<file path="config.mk">
export PLATFORM = sky130hd
export DESIGN_NAME = hazard_fwd_ctrl
export DESIGN_NICKNAME = d
export VERILOG_FILES = /design/src/rtl/hzu_pkg.sv /design/src/rtl/hzu_fwd_sel.sv /design/src/rtl/hzu_load_use.sv /design/src/rtl/hzu_ctl_merge.sv /design/src/rtl/hazard_fwd_ctrl.sv
export SDC_FILE = /design/constraint.sdc
export NUM_CORES = 1
export LEC_CHECK = 0
export BUFFER_PORTS_ARGS = -buffer_cell sky130_fd_sc_hd__buf_4
export CAP_MARGIN = 20
export CORE_AREA = 2 2 39 41
export DETAILED_ROUTE_END_ITERATION = 10
export DIE_AREA = 0 0 41 43
export GPL_ROUTABILITY_DRIVEN = 0
export PLACE_DENSITY_LB_ADDON = 0.3
export SLEW_MARGIN = 10
export SYNTH_ARGS = -nofsm -noshare
export SYNTH_HDL_FRONTEND = slang
export SYNTH_SLANG_ARGS = --single-unit
</file>
<file path="constraint.sdc">
create_clock -name vclk -period 1.9
set_input_delay 0.095 -clock vclk [all_inputs]
set_output_delay 0.095 -clock vclk [all_outputs]
set_load 0.03 [all_outputs]
</file>
<file path="src/rtl/hzu_pkg.sv">
package hzu_pkg;

  localparam int HZU_MAX_AW = 8;

  typedef enum logic [1:0] {
    FWD_RF = 2'b00,
    FWD_WB = 2'b01,
    FWD_EX = 2'b10
  } fwd_sel_e;

  // A producing stage supplies a source when it writes, its destination is
  // a real register, and the numbers agree.
  function automatic logic dest_matches(logic [HZU_MAX_AW-1:0] dest,
                                        logic                  we,
                                        logic [HZU_MAX_AW-1:0] src);
    return we && (dest != '0) && (dest == src);
  endfunction

  // Newer result first, then the write-back result, else the register file.
  function automatic fwd_sel_e pick_source(logic ex_hit, logic wb_hit);
    if (ex_hit)      return FWD_EX;
    else if (wb_hit) return FWD_WB;
    else             return FWD_RF;
  endfunction

endpackage

</file>
<file path="src/rtl/hzu_fwd_sel.sv">
module hzu_fwd_sel
  import hzu_pkg::*;
#(
  parameter int REG_AW = 5
) (
  input  logic [REG_AW-1:0] src,
  input  logic [REG_AW-1:0] ex_rd,
  input  logic              ex_we,
  input  logic [REG_AW-1:0] wb_rd,
  input  logic              wb_we,
  output fwd_sel_e          sel,
  output logic              ex_hit,
  output logic              wb_hit
);

  always_comb begin
    ex_hit = dest_matches(HZU_MAX_AW'(ex_rd), ex_we, HZU_MAX_AW'(src));
    wb_hit = dest_matches(HZU_MAX_AW'(wb_rd), wb_we, HZU_MAX_AW'(src));
    sel    = pick_source(ex_hit, wb_hit);

    if (src == '0) begin
      assert_zero_src_R5: assert (sel == FWD_RF)
        else $error("register 0 source forwarded");
    end
    if (ex_we && (ex_rd == src) && (src != '0)) begin
      assert_ex_first_R4: assert (sel == FWD_EX)
        else $error("newer result not chosen");
    end
    if (!ex_we && !wb_we) begin
      assert_no_we_R3: assert (sel == FWD_RF)
        else $error("forward without a write enable");
    end
  end

endmodule

</file>
<file path="src/rtl/hzu_load_use.sv">
module hzu_load_use
  import hzu_pkg::*;
#(
  parameter int REG_AW = 5
) (
  input  logic [REG_AW-1:0] ld_rd,
  input  logic              ld_mem_rd,
  input  logic [REG_AW-1:0] use_rs,
  input  logic [REG_AW-1:0] use_rt,
  output logic              rs_dep,
  output logic              rt_dep,
  output logic              lu_hit
);

  always_comb begin
    rs_dep = dest_matches(HZU_MAX_AW'(ld_rd), ld_mem_rd, HZU_MAX_AW'(use_rs));
    rt_dep = dest_matches(HZU_MAX_AW'(ld_rd), ld_mem_rd, HZU_MAX_AW'(use_rt));
    lu_hit = rs_dep | rt_dep;

    if (ld_rd == '0 || !ld_mem_rd) begin
      assert_lu_quiet_R8: assert (!lu_hit)
        else $error("load-use raised without a real load destination");
    end
  end

endmodule

</file>
<file path="src/rtl/hzu_ctl_merge.sv">
module hzu_ctl_merge (
  input  logic lu_hit,
  input  logic branch_taken,
  input  logic jump_sel,
  output logic redirect,
  output logic stall_n,
  output logic flush
);

  always_comb begin
    redirect = branch_taken | jump_sel;
    flush    = redirect;
    // A redirect discards the dependent instruction, so no stall is needed.
    stall_n  = redirect | ~lu_hit;

    if (flush) begin
      assert_flush_wins_R10: assert (stall_n)
        else $error("stall asserted during flush");
    end
    if (lu_hit && !branch_taken && !jump_sel) begin
      assert_stall_on_lu_R7: assert (!stall_n)
        else $error("load-use not stalled");
    end
    if (!branch_taken && !jump_sel) begin
      assert_flush_src_R9: assert (!flush)
        else $error("flush without a redirect");
    end
  end

endmodule

</file>
<file path="src/rtl/hazard_fwd_ctrl.sv">
module hazard_fwd_ctrl
  import hzu_pkg::*;
#(
  parameter int REG_AW = 5
) (
  input  logic [REG_AW-1:0] ifid_rs,
  input  logic [REG_AW-1:0] ifid_rt,
  input  logic [REG_AW-1:0] idex_rs,
  input  logic [REG_AW-1:0] idex_rt,
  input  logic [REG_AW-1:0] idex_rd,
  input  logic              idex_mem_rd,
  input  logic [REG_AW-1:0] exmem_rd,
  input  logic              exmem_we,
  input  logic [REG_AW-1:0] memwb_rd,
  input  logic              memwb_we,
  input  logic              branch_taken,
  input  logic              jump_sel,
  output logic [1:0]        fwd_a_sel,
  output logic [1:0]        fwd_b_sel,
  output logic              stall_n,
  output logic              flush
);

  localparam int N_OPND = 2;

  logic [REG_AW-1:0] opnd_src [N_OPND];
  fwd_sel_e          opnd_sel [N_OPND];
  logic [N_OPND-1:0] opnd_ex_hit;
  logic [N_OPND-1:0] opnd_wb_hit;
  logic              rs_dep, rt_dep, lu_hit, redirect;

  assign opnd_src[0] = idex_rs;
  assign opnd_src[1] = idex_rt;

  for (genvar g = 0; g < N_OPND; g++) begin : g_opnd
    hzu_fwd_sel #(.REG_AW(REG_AW)) u_fwd (
      .src    (opnd_src[g]),
      .ex_rd  (exmem_rd),
      .ex_we  (exmem_we),
      .wb_rd  (memwb_rd),
      .wb_we  (memwb_we),
      .sel    (opnd_sel[g]),
      .ex_hit (opnd_ex_hit[g]),
      .wb_hit (opnd_wb_hit[g])
    );
  end

  hzu_load_use #(.REG_AW(REG_AW)) u_lu (
    .ld_rd     (idex_rd),
    .ld_mem_rd (idex_mem_rd),
    .use_rs    (ifid_rs),
    .use_rt    (ifid_rt),
    .rs_dep    (rs_dep),
    .rt_dep    (rt_dep),
    .lu_hit    (lu_hit)
  );

  hzu_ctl_merge u_merge (
    .lu_hit       (lu_hit),
    .branch_taken (branch_taken),
    .jump_sel     (jump_sel),
    .redirect     (redirect),
    .stall_n      (stall_n),
    .flush        (flush)
  );

  always_comb begin
    fwd_a_sel = opnd_sel[0];
    fwd_b_sel = opnd_sel[1];

    if (opnd_ex_hit[0] && opnd_wb_hit[0]) begin
      assert_both_hit_R4: assert (fwd_a_sel == 2'b10)
        else $error("operand A priority wrong");
    end
    if (rs_dep || rt_dep) begin
      assert_dep_load_R7: assert (idex_mem_rd && idex_rd != '0)
        else $error("dependency without a load");
    end
    if (redirect) begin
      assert_redirect_R9: assert (flush && stall_n)
        else $error("redirect not flushed");
    end
  end

endmodule

</file>
### Yosys cells after proc, flatten, opt, wreduce, memory -nomap -nowiden

Cells that the tools add are included.

* output and inout bits: 6
* word-level logic and storage cells: 26
* register bits: 0

* reduce and logical (&&, ||, !) cells: 12
* multiplexer cells: 4
* bitwise gates (word level): 4
* equality and inequality tests: 6

Operator list (count)
* $eq 5x5->1: 6
* $reduce_bool 5->1: 3
* $logic_and 1x1->1: 9
* $mux 2: 2
* $or 1x1->1: 3
* $mux 1: 2
* $not 1->1: 1

### Logic depth before layout (Yosys ltp)

Gate-level depths: netlist (run 1).

* word-level depth: 6
* mapped depth: 4

### Cells and area by module

From an unflattened synthesis (run 1), not the netlist that was laid out.

* cell total of the unflattened synthesis: 66
* area, all modules: 496.7 µm²

Modules (own cells, without submodules)
* hzu_fwd_sel: seq. area each 0.0 µm², cells each 22, times used 2, area each 168.9 µm²
* hzu_load_use: seq. area each 0.0 µm², cells each 19, times used 1, area each 136.4 µm²
* hzu_ctl_merge: seq. area each 0.0 µm², cells each 3, times used 1, area each 22.5 µm²

### Least setup slack after synthesis (run 1)

OpenSTA, ideal clock, no wires.

* path kind: input port to output port
* from: in exmem_rd[1]
* to: out fwd_a_sel[0]
* required time: 1.805 ns
* arrival time: 1.520 ns
* stages: 4
* path slack: 0.285 ns
* cell sequence: or4_1 > o21ai_1 > nor4_1 > nor4_2

* word-level cells in the longest chain between the ends: 4
* elaborated cells between the ends (all ways): 5
* classes of those cells: eq/ne: 1; mux: 1; reduce/logical: 3

RTL lines
* start, declared: RTL line hazard_fwd_ctrl.sv:12 `input logic [REG_AW-1:0] exmem_rd,`
* $reduce_bool 5->1: RTL line hzu_pkg.sv:16 `return we && (dest != '0) && (dest == src);`
* $logic_and 1x1->1: RTL line hzu_pkg.sv:16
* $logic_and 1x1->1 *: RTL line hzu_pkg.sv:16
* net g_opnd[0].u_fwd.ex_hit: RTL line hzu_fwd_sel.sv:12 `output logic ex_hit,`
* $mux 2 *: RTL line hzu_pkg.sv:21 `if (ex_hit) return FWD_EX;`
* end, declared: RTL line hazard_fwd_ctrl.sv:18 `output logic [1:0] fwd_a_sel,`

Mark *: on every way through the listed nets, which the timed path passes. The rest lies on a longest branch.

### Worst setup path in the final report (run 1)

* from: in exmem_rd[1]
* to: out fwd_a_sel[0]

* word-level cells in the longest chain between the ends: 4
* elaborated cells between the ends (all ways): 5
* classes of those cells: eq/ne: 1; mux: 1; reduce/logical: 3

RTL lines (RTL line)
* $reduce_bool 5->1: hzu_pkg.sv:16
* $logic_and 1x1->1: hzu_pkg.sv:16
* $logic_and 1x1->1 *: hzu_pkg.sv:16
* $mux 2 *: hzu_pkg.sv:21

Every way passes the cells marked *; elsewhere a longest branch is shown, timed or not.

==> results of run 1 <==
==> worst max-delay path by stage <==
stage | endpoint | startpoint
after floorplan | fwd_a_sel[0] | exmem_rd[1]
after global placement | fwd_a_sel[0] | exmem_rd[1]
after detailed placement | fwd_b_sel[0] | exmem_rd[1]
after CTS | fwd_b_sel[0] | exmem_rd[1]
after global routing | fwd_b_sel[0] | exmem_rd[1]
final | fwd_a_sel[0] | exmem_rd[1]
==> layout make-up <==
type / instances / share of cell area
inverters: 1 / 0.00492
multi-input cells: 50 / 0.516
well taps: 16 / 0.0262
repair buffers: 46 / 0.452
==> through the flow <==
step                      utilization  setup WS [ps]  hold WS (ps)  power, µW
final                           0.552            327           498        162
after global routing            0.552            263           527        177
after CTS                       0.552            313           502        164
after detailed placement        0.552            310           502        163
after global placement          0.552            343           494        162
after floorplan                     -            285           411       68.9
==> layout by cell type (no fill, tap or decap), drive strengths merged <==
cell,synthesis,layout
xnor2,16,16
buf,2,46
nor4,4,4
or4,5,5
nor2,1,1
o2111ai,1,1
o21ai,2,2
xor2,14,14
nand3,4,4
nand2,2,2
inv,1,1
o22ai,1,1
==> routing by layer <==
layer  part of all wire  vias to the layer above  routed length, µm
met1               0.36                      240                437
met5                  0                        -                  0
met2               0.56                       21                674
li1                   -                      273                  -
met4                  0                        0                  0
met3              0.080                        0                 97
==> cell families after synthesis <==
family,count (synthesis)
AO/OA/AOI/OAI,4
XOR/XNOR,30
buffers and inverters,3
AND/OR/NAND/NOR,16
==> power breakdown <==
group | total [µW] | leakage, µW | switching, µW | internal [µW]
registers | 0 | 0 | 0 | 0
clock network | 0 | 0 | 0 | 0
logic | 162 | 0.000339 | 64.6 | 97.7
==> results.toml, run 1 <==
[status]
status = "finished clean"

[floorplanning]
die_area_um2 = 1760
die_y_um = 43
die-width_um = 41
start_util = 0.298
rows = 14
core_um2 = 1380
io_pins = 46

[detailed_routing]
vias = 534
first_pass_iters = 2
vias_per_cell = 4.73
routed_wl_um = 1210
drtIter0Drc = 3
ant_nets = 0
wire_per_inst_um = 10.7
drcViolationCount = 0

[sta]
period_minus_slack_ps = 1570
hold_viol = 0
final.setup.tns_ps = 0
slew_violations = 0
relSlewSlack = 0.689
finalSetupViolations = 0
finalCritPeriodShare = 0.828
rsz0062_at_grt = "no"
worstMarginPinSlew_ps = 462
fmax_ghz = 0.636

[clocking]
post-cts-setup-buffer-count = 0
cts_resized = 0
postCtsHoldBufs = 0

[worst_hold_path]
hold_class = "in -> out"
worstHoldEndpoint = "flush"
holdPathStages = 4
hold_start = "branch_taken"

[worst_setup_path]
crit_buf_inv = 2
crit_path_frequent_cell = "buf_4"
worstPathCellList = "buf_4 > or4_1 > o21ai_1 > nor4_1 > nor4_2 > buf_4"
cp-start-kind = "primary input"
cp.depth = 6
worstSetupPathType = "in -> out"
max_stage_delay_ps = 510
slowest_stage = "or4_1"
cp.required_ps = 1800
cp.arrival_ps = 1480
crit_family = "simple AND/OR/NAND/NOR gates"
worstPathMaxFanout = 3
critPathCaptureType = "primary output"

[synth]
synth_compound_area_frac = 0.0606
yosysMostFrequentCell = "xnor2_1"
synthCells = 53
synth.top_cells.by_count = "16 x xnor2_1, 14 x xor2_1, 5 x or4_1"
yosysTopAreaCell = "xnor2_1"
synth_top_family_by_area = "XOR/XNOR gates"
synthXorXnorAreaFrac = 0.636
seq_area_frac_synth = 0
synth_area_um2 = 413
synth-simple-area-share = 0.258
synth_adder_area_share = 0
synth.net_count = 93
syn_area_per_cell_um2 = 7.79
synth_mux_area_frac = 0
synth.distinct_cells = 13
ys_top_cells_by_area = "xnor2_1 34%, xor2_1 30%, or4_1 9.1%, nor4_2 6.1%, nand3_1 4.8%"
yosys_warnings = 0
yosysTopAreaCellShare = 0.339

[grt]
busiest_layer = "met2"
grt_start_max_net_pins = 4
grt_pass1_wl_um = 1880
gr-usage-met1 = 0.174
grt_pass1_vias = 494
antenna_found_initial = 0
grt-ovfl-total = 0
grtUsageMet2 = 0.266
grt_usage = 0.140
grtUsageMet3 = 0

[layout]
layout.cells.non_filler = 113
fill_cells = 138
nets = 139
fin_area_um2 = 763
nClkBuffers = 0
layout-drive-gt1-share = 0.495
nFlopsAndLatches = 0
diodes = 0
seqCellArea_um2 = 0
multiInputGateArea_um2 = 394
area_delta_synth_final_pct = 84.8

[placed_design]
dp.cells = 113
io_buffers = 46
place_area_um2 = 763
dp_hpwl_um = 1130

[run]
maxCapViolations = 0

[power]
pwr_density_cell_nw_per_um2 = 213
p_leak_uw = 0.000339
vdd_drop_max_mv = 0.0946
(Power assumes the default switching activity.)
==> run 2, diff against run 1 <==
==> constraint.sdc (replaced) <==
create_clock -name vclk -period 1.6
set_input_delay 0.08 -clock vclk [all_inputs]
set_output_delay 0.08 -clock vclk [all_outputs]
set_load 0.03 [all_outputs]
==> run 2 against run 1 <==
Against the previous run:
- largest cell class unchanged
- critical endpoint unchanged
- highest routed layer unchanged
- sequential cell count unchanged
- critical path depth unchanged
- worst hold slack worse by 30 ps
==> results.toml, run 2 (synthesis gave the netlist of run 1 again) <==
[floorplanning]
rows = 14
die_area_um2 = 1760
core_um2 = 1380
die_y_um = 43
start_util = 0.298
die-width_um = 41
io_pins = 46

[detailed_routing]
wire_per_inst_um = 10.9
ant_nets = 0
first_pass_iters = 2
vias = 539
drtIter0Drc = 3
routed_wl_um = 1230
vias_per_cell = 4.77
drcViolationCount = 0

[sta]
finalSetupViolations = 0
final.setup.tns_ps = 0
slew_violations = 0
relSlewSlack = 0.677
timing.final.ws_setup_ps = 35.4
period_minus_slack_ps = 1560
hold_viol = 0
worstMarginPinSlew_ps = 480
rsz0062_at_grt = "no"
finalCritPeriodShare = 0.978
fmax_ghz = 0.639

[power]
p_sw_frac = 0.400
pwr_density_cell_nw_per_um2 = 253
power_uw = 194
vdd_drop_max_mv = 0.113
p_int_uw = 116
seqPwrFrac = 0
p_leak_uw = 0.000341
combPwrFrac = 1.000
p_switching_uw = 77.6
clkPwrFrac = 0

[layout]
nFlopsAndLatches = 0
nets = 139
layout-drive-gt1-share = 0.505
area_delta_synth_final_pct = 85.8
diodes = 0
final_cell_mix = "46 x buf_4, 16 x xnor2_1, 14 x xor2_1"
nClkBuffers = 0
mostFrequentLayoutCell = "buf_4"
layout.cells.non_filler = 113
seqCellArea_um2 = 0
fin_area_um2 = 767

[grt]
grt_pass1_vias = 494
grtUsageMet2 = 0.266
busiest_layer = "met2"
grtUsageMet3 = 0
grt_pass1_wl_um = 1880
grt_usage = 0.140
antenna_found_initial = 0
gr-usage-met1 = 0.174
grt-ovfl-total = 0
grt_start_max_net_pins = 4

[run]
maxCapViolations = 0

[worst_setup_path]
max_stage_delay_ps = 550
worstPathCellList = "buf_4 > or4_1 > o21ai_2 > nor4_1 > nor4_2 > buf_4"
worstPathMaxFanout = 3
cp-start-kind = "primary input"
slowest_stage = "or4_1"
cp.required_ps = 1520
crit_path_frequent_cell = "buf_4"
critPathCaptureType = "primary output"
cp.arrival_ps = 1480
worstSetupPathType = "in -> out"

[placed_design]
place_area_um2 = 763
dp_hpwl_um = 1130
dp.cells = 113
pre_cts_ws_ps = 40.3
io_buffers = 46

[worst_hold_path]
hold_class = "in -> out"

[clocking]
postCtsHoldBufs = 0
post-cts-setup-buffer-count = 0

[status]
status = "finished clean"
==> run 2: cell counts in the layout (fill, tap and decap cells not counted) <==
Identical to the previous run, type by type.
==> run 2: what timing repair did <==
item,in CTS,in global routing
gates resized for setup,0,1
setup endpoints to repair,0,1
endpoints found under the hold margin,0,0
==> run 2: worst max-delay path, delay by kind of cell <==
family	cells	cell delay [ps]
buffers and inverters	2	320
AND/OR/NAND/NOR	3	920
AO/OA/AOI/OAI	1	160
==> run 2: cell type report <==
type	count	area, µm²
Timing Repair Buffer	46	345
Inverter	1	3.75
Fill cell	139	617
Tap cell	16	20.0
Multi-Input combinational cell	50	398
==> run 2: metal layers <==
| layer | share of wire | vias to the layer above | routed length (µm) |
|---|---|---|---|
| li1 | - | 273 | - |
| met1 | 0.35 | 245 | 434 |
| met2 | 0.57 | 21 | 701 |
| met3 | 0.076 | 0 | 94 |
| met4 | 0 | 0 | 0 |
| met5 | 0 | - | 0 |
==> run 2: worst paths after layout <==
| check | start | to | slack [ps] | cells after the start |
|---|---|---|---|---|
| setup / recovery | exmem_rd[1] | fwd_a_sel[0] | 40 | 6 |
| hold / removal | branch_taken | flush | 470 | 4 |
==> run 2: per-stage QoR <==
stage | util | hold slack, ps
finish | 0.554 | 468
global route | 0.554 | 497
CTS | 0.552 | 472
detailed placement | 0.552 | 472
global placement | 0.552 | 464
floorplan | - | 381
==> run 2: power by group through the flow <==
stage | clock network [µW] | registers (µW) | logic, µW
after detailed placement | 0 | 0 | 194
after CTS | 0 | 0 | 195
after global routing | 0 | 0 | 211
after floorplan | 0 | 0 | 81.9
final | 0 | 0 | 194
after global placement | 0 | 0 | 192
